### src/rtl/smbw_pkg.sv
package smbw_pkg;
  localparam int unsigned PH_W = 5;

  // cycles in n units of 1/per_s seconds, never below one
  function automatic int unsigned span_cycles(int unsigned hz, int unsigned n,
                                              int unsigned per_s);
    longint unsigned p;
    p = (longint'(hz) * longint'(n)) / longint'(per_s);
    if (p < 1) p = 1;
    return p[31:0];
  endfunction

  function automatic logic [PH_W-1:0] hold_cycles(logic long_hold);
    return long_hold ? PH_W'(12) : PH_W'(3);
  endfunction

  function automatic logic [PH_W-1:0] setup_cycles(logic long_hold);
    return long_hold ? PH_W'(11) : PH_W'(4);
  endfunction
endpackage

### src/rtl/smbw_sync2.sv
module smbw_sync2 #(
  parameter int unsigned W = 2
) (
  input  logic         clk,
  input  logic         rst,
  input  logic [W-1:0] d,
  output logic [W-1:0] q
);
  logic [W-1:0] s1;
  always_ff @(posedge clk) begin
    if (rst) begin
      s1 <= '1;
      q  <= '1;
    end else begin
      s1 <= d;
      q  <= s1;
    end
  end
endmodule

### src/rtl/smbw_span_timer.sv
module smbw_span_timer #(
  parameter int unsigned LIMIT = 1000
) (
  input  logic clk,
  input  logic rst,
  input  logic run,
  output logic fire
);
  localparam int unsigned CW = $clog2(LIMIT + 1);
  logic [CW-1:0] cnt;

  always_ff @(posedge clk) begin
    if (rst || !run) cnt <= '0;
    else if (cnt != CW'(LIMIT)) cnt <= cnt + 1'b1;
  end

  assign fire = run && (cnt == CW'(LIMIT - 1));
endmodule

### src/rtl/smbw_sda_pacer.sv
module smbw_sda_pacer
  import smbw_pkg::*;
(
  input  logic clk,
  input  logic rst,
  input  logic en,
  input  logic scl_s,
  input  logic scl_fall,
  input  logic long_hold,
  output logic chg_ok,
  output logic stable
);
  logic [PH_W-1:0] ph;
  logic [PH_W-1:0] hold_n;
  logic [PH_W-1:0] last_n;

  assign hold_n = hold_cycles(long_hold);
  assign last_n = hold_n + setup_cycles(long_hold);

  always_ff @(posedge clk) begin
    if (rst || !en || scl_s) ph <= '0;
    else if (scl_fall)       ph <= PH_W'(1);
    else if (ph != '0)       ph <= (ph == last_n) ? '0 : ph + 1'b1;
  end

  assign chg_ok = (ph == hold_n);
  assign stable = (ph == last_n);
endmodule

### src/rtl/smb_line_watch.sv
module smb_line_watch
  import smbw_pkg::*;
#(
  parameter int unsigned CLK_HZ  = 20_000_000,
  parameter int unsigned FREE_US = 50,
  parameter int unsigned LOW_MS  = 25
) (
  input  logic clk,
  input  logic rst,
  input  logic mon_en,
  input  logic slv_mute,
  input  logic long_hold,
  input  logic lowto_en,
  input  logic freeto_en,
  input  logic lowto_clr,
  input  logic scl_i,
  input  logic sda_i,
  output logic bus_busy,
  output logic lowto_flag,
  output logic free_evt,
  output logic slv_irq,
  output logic sda_chg_ok,
  output logic sda_stable
);
  localparam int unsigned FREE_LIM = span_cycles(CLK_HZ, FREE_US, 1_000_000);
  localparam int unsigned LOW_LIM  = span_cycles(CLK_HZ, LOW_MS, 1_000);

  logic [1:0] sync_q;
  logic scl_s, sda_s, scl_d, sda_d;
  logic scl_fall, start_seen, stop_seen;
  logic free_run, free_fire, low_run, low_fire;

  smbw_sync2 #(.W(2)) u_sync (
    .clk(clk), .rst(rst), .d({scl_i, sda_i}), .q(sync_q)
  );
  assign scl_s = sync_q[1];
  assign sda_s = sync_q[0];

  always_ff @(posedge clk) begin
    if (rst) begin
      scl_d <= 1'b1;
      sda_d <= 1'b1;
    end else begin
      scl_d <= scl_s;
      sda_d <= sda_s;
    end
  end

  // line events, only while monitoring
  assign scl_fall   = mon_en && scl_d && !scl_s;
  assign start_seen = mon_en && scl_d && scl_s && sda_d && !sda_s;
  assign stop_seen  = mon_en && scl_d && scl_s && !sda_d && sda_s;

  assign free_run = mon_en && freeto_en && scl_s && sda_s;
  assign low_run  = mon_en && lowto_en && !scl_s;

  smbw_span_timer #(.LIMIT(FREE_LIM)) u_free (
    .clk(clk), .rst(rst), .run(free_run), .fire(free_fire)
  );
  smbw_span_timer #(.LIMIT(LOW_LIM)) u_low (
    .clk(clk), .rst(rst), .run(low_run), .fire(low_fire)
  );

  always_ff @(posedge clk) begin
    if (rst || !mon_en)             bus_busy <= 1'b0;
    else if (stop_seen || free_fire) bus_busy <= 1'b0;
    else if (start_seen)            bus_busy <= 1'b1;
  end

  always_ff @(posedge clk) begin
    if (rst)            lowto_flag <= 1'b0;
    else if (low_fire)  lowto_flag <= 1'b1;
    else if (lowto_clr) lowto_flag <= 1'b0;
  end

  always_ff @(posedge clk) begin
    if (rst) begin
      free_evt <= 1'b0;
      slv_irq  <= 1'b0;
    end else begin
      free_evt <= free_fire;
      slv_irq  <= !slv_mute && (start_seen || stop_seen);
    end
  end

  smbw_sda_pacer u_pace (
    .clk(clk), .rst(rst), .en(mon_en), .scl_s(scl_s), .scl_fall(scl_fall),
    .long_hold(long_hold), .chg_ok(sda_chg_ok), .stable(sda_stable)
  );
endmodule

### config.mk
export PLATFORM = sky130hd
export DESIGN_NAME = smb_line_watch
export DESIGN_NICKNAME = d
export VERILOG_FILES = /design/src/rtl/smbw_pkg.sv /design/src/rtl/smbw_sync2.sv /design/src/rtl/smbw_span_timer.sv /design/src/rtl/smbw_sda_pacer.sv /design/src/rtl/smb_line_watch.sv
export SDC_FILE = /design/constraint.sdc
export NUM_CORES = 1
export LEC_CHECK = 0
export ABC_CLOCK_PERIOD_IN_PS = 2450
export BUFFER_PORTS_ARGS = -buffer_cell sky130_fd_sc_hd__buf_2
export CAP_MARGIN = 15
export CORE_MARGIN = 2
export CORE_UTILIZATION = 45
export DETAILED_ROUTE_END_ITERATION = 10
export GPL_TIMING_DRIVEN = 0
export PLACE_DENSITY = 0.71
export SKIP_LAST_GASP = 1
export SLEW_MARGIN = 0
export SYNTH_ARGS = -nofsm -noshare
export SYNTH_HDL_FRONTEND = slang
export SYNTH_HIERARCHICAL = 1
export SYNTH_SLANG_ARGS = --single-unit
export TNS_END_PERCENT = 1
### constraint.sdc
create_clock -name clk -period 2.45 [get_ports clk]
set_clock_uncertainty 0.2 [all_clocks]
set_input_delay 0.245 -clock clk [delete_from_list [all_inputs] [get_ports clk]]
set_output_delay 0.245 -clock clk [all_outputs]
set_load 0.1 [all_outputs]
==> key figures <==
GRT
  – Global Route Usage Sum: 15.9%
  – GR Util met1: between 10% and 20%
  – First-pass GRT wire length: ~6700 um
  – Largest net degree at the start of global routing: 17
  – Grt ovf: 0
  – Number of global-route vias before repair: roughly 1600
  – GR peak layer: met2
  – Met2 Track Usage GR: between 20% and 30%
  – Initial antenna violation count: 0
  – M3 GR Usage: 3.47%

Critical path
  – Crit path launch type: flip-flop
  – Worst-path fanout max: 6
  – Critical path capture point type: flip-flop
  – Critical path arrival: about 2300 ps
  – Critical Path RT: ~2500 ps
  – Critical path class: reg2reg

Run
  – Number of max-cap violations: 0

Synth
  – Warnings from Yosys: 6
  – Yosys reg bits: 44
  – Synth Instances: around 240
  – Share of the synthesized area in the top cell type: between 40% and 50%
  – Most used DFF post-synth: dfxtp_1
  – Cell area after synthesis: ~0.0021 mm2
  – Mapped Avg Cell Area: roughly 8.9 um2
  – Syn_nets: 253
  – Most area-consuming cells after synthesis: dfxtp_1 42%, xnor2_1 5.0%, nor2_1 4.6%
  – Asr flop ratio synth: 0%
  – Area leader, netlist: dfxtp_1
  – Synth unique cells: 50
  – EDFF count, synth: 0
  – Register area share after synthesis: between 40% and 50%

Worst hold path
  – Hold WC Path Type: in2reg

Floorplanning
  – Die span in x: between 70 and 80 um
  – Row count: 24
  – Die H: 72.6 um
  – Core ar.: ~0.0044 mm2
  – Ports: 16
  – Starting density of the core: approximately 48%
  – Die area: roughly 0.0053 mm2

CTS
  – Clk sinks: 44
  – Number of H-tree levels: 2
  – CTS tree: done
  – Clock-pin slew on the worst setup and hold paths: around 80 ps
  – Root Driver: clkbuf_8
  – Post-CTS Setup Repair Bufs: 0
  – CTS Buf Count: 5
  – Worst-Skew Late Latency: 300 ps
  – Worst-case clock buffer depth: 2

Timing
  – Final setup vio count: 0
  – Min Hold Slack: 20.4 ps
  – Max-slew violation count: 0
  – Slew HR: between 50% and 60%
  – Tmin final: ~2300 ps
  – Worst-margin pin slew: between 600 and 700 ps
  – Final critical-path share of the clock period: ~94%
  – Peak Freq: roughly 430 MHz
  – Fin. Hold Viols: 0
  – Setup TNS: 0 ps
  – Unrepaired setup endpoints after global routing: no

Route
  – DRT Pass-1 Iters: 4
  – Post-detailed-route count of antenna-violating nets: 0
  – Initial drt markers: 79
  – Vias per cell: around 5.4
  – Vias: around 1700
  – Routed wire per std cell: 12.0 um
  – Detailed Route WL: between 3000 and 4000 um
  – Residual DRC count: 0

Final layout
  – Final core occ: a little over half
  – Final Net Count: 278
  – Final instance area: between 0.002 and 0.0025 mm2
  – Antenna diodes: 0
  – Area growth from synthesis to layout: 13.1%
  – Layout cells sized above 1: between 15 and 20%

Placed design
  – RD Place Congestion: 0.798
  – Post-DP HPWL: around 2700 um
  – Post-place instance area: 0.00226 mm2
  – Port Buffers: 15

Power and ir drop
  – Power Density: 517 mW/mm2
  – P_leak: approximately 0.8 nW
  – Max VDD drop: 265 uV

Outcome
  – Status: finished, final reports clean
-- critical path: stages (launching register included) --
cell	delay (ps)
dfxtp_1	420
ha_1	250
nand3_1	220
nor4_2	450
or4b_2	610
o21ai_0	90
-- logic make-up (layout without fill, tap and decap cells) --
kind of cell	Yosys count	count (layout)	share of synthesized area (%)
compound gates	32	32	10.5
flops	44	44	41.7
fa+ha+maj	6	6	3.55
simple gates	116	116	32.1
mux	2	2	1.01
xor+xnor	19	19	7.87
buf+inv	18	44	3.31
-- worst paths after layout --
| path | slack, ps | startpoint | cells past startpoint | endpoint |
|---|---|---|---|---|
| min reg2reg | 220 | u_sync/s1[1]$_SDFF_PP1_ | 1 | u_sync/q[1]$_SDFF_PP1_ |
| min | 20 | mon_en | 3 | bus_busy$_SDFFE_PP0P_ |
| max | 140 | u_low/cnt[0]$_SDFFE_PP0P_ | 5 | u_low/cnt[18]$_SDFFE_PP0P_ |
| max reg2reg | 140 | u_low/cnt[0]$_SDFFE_PP0P_ | 5 | u_low/cnt[18]$_SDFFE_PP0P_ |
-- cell usage after synthesis (2+ instances only) --
cell      count
a21oi_1      11
and3b_2       2
buf_2         2
clkbuf_1      4
dfxtp_1      44
ha_1          6
inv_1        12
nand2_1      16
nand2b_1      4
nand3_1      11
nand3b_1      3
nand4_1       6
nand4b_1      2
nor2_1       26
nor2b_1       4
nor3_1        9
nor4_1        6
o211ai_1      2
o21ai_0       5
o31ai_1       4
or2_1         4
or2_2         2
or3_1         3
or4_1         4
or4b_1        3
xnor2_1      12
xor2_1        7
-- per-layer routing --
| layer | vias to the layer above | wire length (um) |
|---|---|---|
| li1 | 899 | - |
| met1 | 752 | 1900 |
| met2 | 26 | 1690 |
| met3 | 9 | 117 |
| met4 | 0 | 89 |
| met5 | - | 0 |
-- sequential cells by signal, indices dropped and copies added (netlist names) --
| name | count |
|---|---|
| u_low/cnt | 19 |
| u_free/cnt | 10 |
| u_pace/ph | 5 |
| u_sync/q | 2 |
| u_sync/s1 | 2 |
| bus_busy | 1 |
| free_evt | 1 |
| lowto_flag | 1 |
| scl_d | 1 |
| sda_d | 1 |
| slv_irq | 1 |
-- what timing repair did --
action,in CTS,in global routing
hold buffers,3,0
hold endpoints to repair,3,0
resized for setup,0,1
endpoints found under the setup margin,0,1
-- through the flow --
step	instances	setup WS (ps)	power [mW]
final	315	145	1.24
after global routing	315	33.4	1.28
after CTS	315	59.6	1.26
after detailed placement	304	88.5	0.778
after global placement	304	118	0.778
after floorplan	237	-90.4	0.761
-- cell type report --
type	count	area, um2
plain buffers	6	25.0
clock buffers	6	82.6
clock inverters	2	15.0
fillers	429	2050
inverters	12	45.0
multi-input cells	175	1170
flip-flops and latches	44	881
well taps	52	65.1
repair buffers	18	105
-- power by group --
group / total, mW / leakage, nW / switching [mW] / internal, mW
registers: 0.724 / 0.356 / 0.00456 / 0.720
clock network: 0.473 / 0.0434 / 0.244 / 0.228
logic: 0.0399 / 0.388 / 0.0212 / 0.0187
total: 1.24 / 0.787 / 0.270 / 0.967
-- placed cells by master, fill, tap and decap left out, types with 2 or more instances in the layout --
| cell | n |
|---|---|
| nor4_1 | 5 |
| or3_1 | 3 |
| ha_1 | 6 |
| o211ai_1 | 2 |
| o21ai_0 | 5 |
| nand4_1 | 6 |
| nor4_2 | 2 |
| or4_1 | 4 |
| clkbuf_8 | 6 |
| nand3b_1 | 3 |
| inv_1 | 12 |
| clkinvlp_4 | 2 |
| buf_2 | 17 |
| xnor2_1 | 12 |
| clkbuf_1 | 4 |
| nor2b_1 | 4 |
| nand2_1 | 16 |
| xor2_1 | 7 |
| dlygate4sd3_1 | 3 |
| nand2b_1 | 4 |
| o31ai_1 | 4 |
| nand4b_1 | 2 |
| and3b_2 | 2 |
| nand3_1 | 11 |
| nor3_1 | 9 |
| a21oi_1 | 10 |
| nor2_1 | 26 |
| dfxtp_1 | 44 |
| or2_1 | 4 |
| or2_2 | 2 |
| or4b_1 | 3 |
Power figures use the tool's default switching activity.
